<file path="config.mk">
export PLATFORM = sky130hd
export DESIGN_NAME = scan_scaler
export DESIGN_NICKNAME = d
export VERILOG_FILES = /design/src/rtl/scan_scaler_pkg.sv /design/src/rtl/scan_scaler_gate.sv /design/src/rtl/scan_scaler_lowbank.sv /design/src/rtl/scan_scaler_highmem.sv /design/src/rtl/scan_scaler_snap.sv /design/src/rtl/scan_scaler.sv
export SDC_FILE = /design/constraint.sdc
export NUM_CORES = 2
export LEC_CHECK = 0
export BUFFER_PORTS_ARGS = -buffer_cell sky130_fd_sc_hd__buf_2
export CORE_MARGIN = 2
export CORE_UTILIZATION = 40
export CTS_CLUSTER_SIZE = 30
export DETAILED_ROUTE_END_ITERATION = 16
export PLACE_DENSITY_LB_ADDON = 0.3
export SLEW_MARGIN = 20
export SYNTH_ARGS = -nofsm -noshare
export SYNTH_HDL_FRONTEND = slang
export SYNTH_SLANG_ARGS = --single-unit
</file>
<file path="constraint.sdc">
create_clock -name clk -period 6.8 [get_ports clk]
set_input_delay 0 -clock clk [delete_from_list [all_inputs] [get_ports clk]]
set_output_delay 0 -clock clk [all_outputs]
set_load 0.05 [all_outputs]
</file>
<file path="src/rtl/scan_scaler_pkg.sv">
package scan_scaler_pkg;
   // index width that stays at least one bit for tiny banks
   function automatic int idx_bits(int n);
      return (n < 2) ? 1 : $clog2(n);
   endfunction
endpackage

</file>
<file path="src/rtl/scan_scaler_gate.sv">
module scan_scaler_gate
   import scan_scaler_pkg::*;
#(
   parameter int HOLD_LOAD = 3,
   parameter int HOLD_CLR  = 2
) (
   input  logic clk,
   input  logic rst_n,
   input  logic load,
   input  logic clear,
   input  logic veto,
   input  logic test_mode,
   output logic cnt_en,
   output logic take,
   output logic wipe
);
   localparam int HMAX = (HOLD_LOAD > HOLD_CLR) ? HOLD_LOAD : HOLD_CLR;
   localparam int HW   = idx_bits(HMAX + 1);

   if (HOLD_LOAD < 1 || HOLD_CLR < 1) begin : g_bad_hold
      $error("scan_scaler_gate: hold windows must be at least one cycle");
   end

   logic [HW-1:0] hold_q;

   always_ff @(posedge clk or negedge rst_n) begin
      if (!rst_n)               hold_q <= '0;
      else if (clear)           hold_q <= HW'(HOLD_CLR);
      else if (load)            hold_q <= HW'(HOLD_LOAD);
      else if (hold_q != '0)    hold_q <= hold_q - HW'(1);
   end

   assign wipe   = clear;
   assign take   = load & ~clear;
   assign cnt_en = ~(load | clear | veto | test_mode) & (hold_q == '0);
endmodule

</file>
<file path="src/rtl/scan_scaler_lowbank.sv">
module scan_scaler_lowbank #(
   parameter int NCH   = 32,
   parameter int LOW_W = 8
) (
   input  logic                       clk,
   input  logic                       rst_n,
   input  logic [NCH-1:0]             cnt_in,
   input  logic                       cnt_en,
   input  logic                       wipe,
   input  logic                       tstep,
   input  logic [NCH-1:0]             served,
   output logic [NCH-1:0][LOW_W-1:0]  lo,
   output logic [NCH-1:0]             pend
);
   for (genvar i = 0; i < NCH; i++) begin : g_ch
      logic hit;
      assign hit = cnt_en & cnt_in[i];

      always_ff @(posedge clk or negedge rst_n) begin
         if (!rst_n) begin
            lo[i]   <= '0;
            pend[i] <= 1'b0;
         end else if (wipe) begin
            lo[i]   <= '0;
            pend[i] <= 1'b0;
         end else if (tstep) begin
            lo[i]   <= lo[i] + LOW_W'(1);
         end else begin
            if (hit) lo[i] <= lo[i] + LOW_W'(1);
            pend[i] <= (pend[i] & ~served[i]) | (hit & (lo[i] == '1));
         end
      end
   end
endmodule

</file>
<file path="src/rtl/scan_scaler_highmem.sv">
module scan_scaler_highmem
   import scan_scaler_pkg::*;
#(
   parameter int NCH    = 32,
   parameter int HIGH_W = 16
) (
   input  logic                        clk,
   input  logic                        rst_n,
   input  logic                        wipe,
   input  logic                        tstep,
   input  logic [NCH-1:0]              pend,
   output logic [NCH-1:0]              served,
   output logic [NCH-1:0][HIGH_W-1:0]  hi,
   output logic [idx_bits(NCH)-1:0]    ptr,
   output logic [NCH-1:0]              ovf
);
   localparam int AW = idx_bits(NCH);
   localparam int NB = HIGH_W / 8;

   always_ff @(posedge clk or negedge rst_n) begin
      if (!rst_n)                   ptr <= '0;
      else if (!tstep) begin
         if (ptr == AW'(NCH - 1))   ptr <= '0;
         else                       ptr <= ptr + AW'(1);
      end
   end

   for (genvar i = 0; i < NCH; i++) begin : g_slot
      logic [HIGH_W-1:0] bump;
      logic              apply;

      assign served[i] = ~tstep & (ptr == AW'(i));
      assign apply     = served[i] & pend[i];

      for (genvar b = 0; b < NB; b++) begin : g_byte
         assign bump[b*8 +: 8] = hi[i][b*8 +: 8] + 8'd1;
      end

      always_ff @(posedge clk or negedge rst_n) begin
         if (!rst_n) begin
            hi[i]  <= '0;
            ovf[i] <= 1'b0;
         end else if (wipe) begin
            hi[i]  <= '0;
            ovf[i] <= 1'b0;
         end else if (tstep) begin
            hi[i]  <= bump;
         end else if (apply) begin
            hi[i]  <= hi[i] + HIGH_W'(1);
            if (hi[i] == '1) ovf[i] <= 1'b1;
         end
      end
   end
endmodule

</file>
<file path="src/rtl/scan_scaler_snap.sv">
module scan_scaler_snap
   import scan_scaler_pkg::*;
#(
   parameter int NCH    = 32,
   parameter int LOW_W  = 8,
   parameter int HIGH_W = 16
) (
   input  logic                        clk,
   input  logic                        rst_n,
   input  logic                        take,
   input  logic [NCH-1:0][LOW_W-1:0]   lo,
   input  logic [NCH-1:0][HIGH_W-1:0]  hi,
   input  logic [NCH-1:0]              pend,
   input  logic [idx_bits(NCH)-1:0]    rd_addr,
   output logic [LOW_W+HIGH_W-1:0]     rd_data
);
   localparam int CW = LOW_W + HIGH_W;

   logic [NCH-1:0][CW-1:0] snap;

   for (genvar i = 0; i < NCH; i++) begin : g_frz
      always_ff @(posedge clk or negedge rst_n) begin
         if (!rst_n)     snap[i] <= '0;
         else if (take)  snap[i] <= {hi[i] + HIGH_W'(pend[i]), lo[i]};
      end
   end

   assign rd_data = (int'(rd_addr) < NCH) ? snap[rd_addr] : '0;
endmodule

</file>
<file path="src/rtl/scan_scaler.sv">
module scan_scaler
   import scan_scaler_pkg::*;
#(
   parameter int NCH       = 32,
   parameter int LOW_W     = 8,
   parameter int HIGH_W    = 16,
   parameter int HOLD_LOAD = 3,
   parameter int HOLD_CLR  = 2
) (
   input  logic                        clk,
   input  logic                        rst_n,
   input  logic [NCH-1:0]              cnt_in,
   input  logic                        load,
   input  logic                        clear,
   input  logic                        veto,
   input  logic                        test_mode,
   input  logic                        test_step,
   input  logic [idx_bits(NCH)-1:0]    rd_addr,
   output logic [LOW_W+HIGH_W-1:0]     rd_data,
   output logic [NCH-1:0]              ovf
);
   localparam int AW = idx_bits(NCH);
   localparam int CW = LOW_W + HIGH_W;

   if (LOW_W != 8 || HIGH_W < 8 || (HIGH_W % 8) != 0) begin : g_bad_width
      $error("scan_scaler: low part must be one byte, upper part whole bytes");
   end
   if (NCH < 1 || NCH > (1 << LOW_W)) begin : g_bad_nch
      $error("scan_scaler: scan must finish within one low-byte turn");
   end

   logic                       cnt_en, take, wipe, tstep;
   logic [NCH-1:0]             pend, served;
   logic [NCH-1:0][LOW_W-1:0]  lo;
   logic [NCH-1:0][HIGH_W-1:0] hi;
   logic [AW-1:0]              scan_ptr;

   assign tstep = test_mode & test_step & ~load & ~clear;

   scan_scaler_gate #(.HOLD_LOAD(HOLD_LOAD), .HOLD_CLR(HOLD_CLR)) u_gate (
      .clk(clk), .rst_n(rst_n), .load(load), .clear(clear), .veto(veto),
      .test_mode(test_mode), .cnt_en(cnt_en), .take(take), .wipe(wipe));

   scan_scaler_lowbank #(.NCH(NCH), .LOW_W(LOW_W)) u_low (
      .clk(clk), .rst_n(rst_n), .cnt_in(cnt_in), .cnt_en(cnt_en),
      .wipe(wipe), .tstep(tstep), .served(served), .lo(lo), .pend(pend));

   scan_scaler_highmem #(.NCH(NCH), .HIGH_W(HIGH_W)) u_high (
      .clk(clk), .rst_n(rst_n), .wipe(wipe), .tstep(tstep), .pend(pend),
      .served(served), .hi(hi), .ptr(scan_ptr), .ovf(ovf));

   scan_scaler_snap #(.NCH(NCH), .LOW_W(LOW_W), .HIGH_W(HIGH_W)) u_snap (
      .clk(clk), .rst_n(rst_n), .take(take), .lo(lo), .hi(hi), .pend(pend),
      .rd_addr(rd_addr), .rd_data(rd_data));
endmodule

</file>
==> flow_metrics.py <==
metrics = {
    "status": {
        "status": "finished, violations left",
        "violations": "negative hold slack",
    },
    "cells_and_area": {
        "fillers": 19820,
        "drive_above_1_share": 0.1364,
        "syn_to_final_growth_pct": 11.13,
        "nNetsFinal": 8496,
        "final_area_um2": 94530,
        "layoutNonFillerInstCount": 11240,
    },
    "setup_path": {
        "crit_chain": "dlygate4sd3_1 -> buf_8 -> buf_4 -> nor4bb_4 -> dlygate4sd3_1 -> buf_12 -> buf_4 -> a21oi_1 -> or4b_2 -> a21oi_1",
        "worstPathArrival_ps": 4450,
        "crit_slowest_cell": "buf_4",
        "startpoint_type": "input pin",
        "required_ps": 7530,
        "max_stage_delay_ps": 670,
        "worst-setup-path-type": "input pin to flip-flop",
        "endpoint_kind": "flip-flop",
        "critPathMaxFanout": 66,
    },
    "cts": {
        "clock_path_buffers": 3,
        "htree_levels": 4,
        "clk_transition_reported_paths_ps": 60,
        "cts_root_buffer": "clkbuf_16",
        "cts_buffers": 179,
        "cts_tree": "yes",
        "clock_sinks": 1607,
        "insertion_delay_ps": 840,
    },
    "pwr": {
        "p_leak_nw": 38.96,
        "power_mw": 22.10,
        "cellPowerDensity_nw_per_um2": 233.8,
        "max-vdd-ir-drop_v": 0.0002605,
    },
    "logic_synthesis": {
        "synth.net_count": 8607,
        "synth_top_family_by_area": "simple AND/OR/NAND/NOR gates",
        "synth-compound-area-share": 0.09566,
        "yosys-top-cells-area": "dfrtp_1 (47%), xnor2_1 (6.4%), mux4_2 (6.4%), mux2_2 (4.4%), nand2_1 (4.4%)",
        "synth-edff-count": 0,
        "synth_common_cells": "dfrtp_1 (1607), nand2_1 (994), nor2_1 (787)",
        "yosysWarnings": 0,
        "synthMuxAreaShare": 0.1086,
        "yosys.area_share.simple": 0.1658,
        "yosysTopAreaCell": "dfrtp_1",
        "synth_xor_area_frac": 0.1016,
        "synthAdderAreaFrac": 0.02780,
        "async_flop_share": 1.000,
        "synth_seq_cells": 1607,
        "synth.distinct_cells": 80,
        "synth_area_um2": 85070,
        "synth_top_area_frac": 0.4727,
        "yosysMostFrequentCell": "dfrtp_1",
        "syn_inst": 8374,
        "synthesis.area_per_instance_um2": 10.16,
        "synth_flop_cell": "dfrtp_1",
        "ys_seq_area_frac": 0.4727,
    },
    "grt": {
        "overflow": 0,
        "antenna_found_initial": 12,
        "grt_pass1_vias": 62120,
        "grt_pass1_wl_mm": 393.8,
        "grt_max_degree": 243,
        "grt_use_total": 0.2338,
    },
    "floorplanning": {
        "die_w_um": 465.2,
        "die_area_um2": 216400,
        "rows": 169,
        "fp.dieH_um": 465.2,
        "io_pins": 100,
        "initial_core_util": 0.4019,
        "core_um2": 211700,
    },
    "routing": {
        "dr.first_iter.drc_count": 6191,
        "drcViolationCount": 0,
        "dr.pass1.iters": 6,
        "vias": 64660,
        "via_per_inst": 5.754,
        "wire_per_inst_um": 22.71,
        "routed_wl_mm": 255.2,
        "drtAntennaViolNets": 0,
    },
    "timing": {
        "fin_crit_sh": 0.5475,
        "rsz0062_at_grt": "false",
        "tightest_slew_ps": 1190,
        "setup_viol": 0,
        "slew-limit-headroom": 0.2064,
        "tns_ps": 0,
        "timing.hold.ws_ps": -34.42,
        "fmax_ghz": 0.2686,
        "drv_slew": 0,
        "fin_crit_ps": 3723,
        "hold_viol_final": 10,
        "finClkSkew_ps": 37.76,
    },
    "placed_design": {
        "dp_cells": 10860,
        "port_buffers": 99,
        "finalWeightedCongestion": 0.9235,
        "place_area_um2": 88060,
        "hpwl_mm": 175.7,
    },
    "flow_run": {
        "max_cap_violations": 0,
    },
    "worst_hold_path": {
        "hp-class": "input pin to async pin",
    },
}
cell type report:
type	count	area [um^2]	share of cell area
diodes	8	20.02	0.0002118
clock inverters	61	659.4	0.006975
repair buffers	221	1823	0.01928
inverters	83	316.6	0.003349
well taps	2821	3530	0.03734
clock buffers	265	5386	0.05698
multi-input cells	6171	42580	0.4505
flip-flops and latches	1607	40210	0.4254
flip-flops by register name (all words and copies together), names as in the netlist:
signal	cells
u_low.lo	256
u_high.ovf	32
u_high.ptr	5
u_high.hi	512
u_snap.snap	768
u_gate.hold_q	2
u_low.pend	32
worst max-delay path, delay by kind of cell:
kind | cells | cell delay [ps]
buffers and inverters | 6 | 2870
and+or+nand+nor | 2 | 1000
AOI/OAI and AO/OA | 2 | 320
power breakdown:
| group | total (mW) | switching, mW | internal [mW] |
|---|---|---|---|
| logic | 2.05 | 1.49 | 0.557 |
| clock network | 10.0 | 4.14 | 5.86 |
| registers | 10.1 | 0.274 | 9.78 |
layout by cell type, fill, tap and decap left out, types with 114 or more instances in the layout:
cell type | synthesis | routed
a21oi_1 | 272 | 272
and3_1 | 123 | 123
clkbuf_16 | 0 | 182
dfrtp_1 | 1607 | 1607
ha_1 | 189 | 189
mux2_2 | 335 | 335
mux4_2 | 240 | 240
nand2_1 | 994 | 992
nand3_1 | 450 | 450
nand4_1 | 155 | 155
nor2_1 | 787 | 786
nor3_1 | 172 | 172
o21ai_0 | 675 | 675
or3_1 | 114 | 114
xnor2_1 | 623 | 623
xor2_1 | 364 | 364
per-stage QoR:
step                      hold slack [ps]  utilization  setup WS (ps)
after floorplan                    -295.6            -           4674
after global placement              141.8       0.4160           3300
after detailed placement            143.1       0.4160           3407
after CTS                           10.19       0.4465           3242
after global routing                41.81       0.4466           3012
final                              -34.42       0.4466           3077
layer usage:
metal | up-vias | global-route usage | share of wire
met5 | - | 0 | 0.000051
met4 | 2 | 0.09076 | 0.040
met3 | 411 | 0.03220 | 0.063
met2 | 2103 | 0.3463 | 0.44
met1 | 32820 | 0.3459 | 0.46
li1 | 29330 | - | -
worst paths after layout:
| check | from | endpoint | slack (ps) | cells past startpoint |
|---|---|---|---|---|
| setup / recovery | clear | u_high.hi[47] | 3080 | 10 |
| hold / removal | rst_n | u_low.lo[232] | -30 | 3 |
| setup reg to reg | u_high.ptr[4] | u_high.hi[489] | 3410 | 5 |
| hold reg to reg | u_snap.snap[643] | u_snap.snap[643] | 480 | 2 |
| max in group asynchronous | rst_n | u_snap.snap[333] | 5540 | 4 |
| min in group clk | veto | u_low.pend[17] | 70 | 5 |
repair_timing:
item / 4_1_cts / 5_1_grt
hold buffers: 39 / 0
buffers inserted: 0 / 0
resized for setup: 0 / 0
endpoints found under the hold margin: 593 / 0
kinds of logic after synthesis:
group | Yosys count
muxes | 581
DFF | 1607
xor gates and xnor gates | 987
buffers and inverters | 596
adders and majority gates | 189
AOI/OAI and AO/OA | 1363
and+or+nand+nor | 3051
Power figures use the tool's default switching activity.
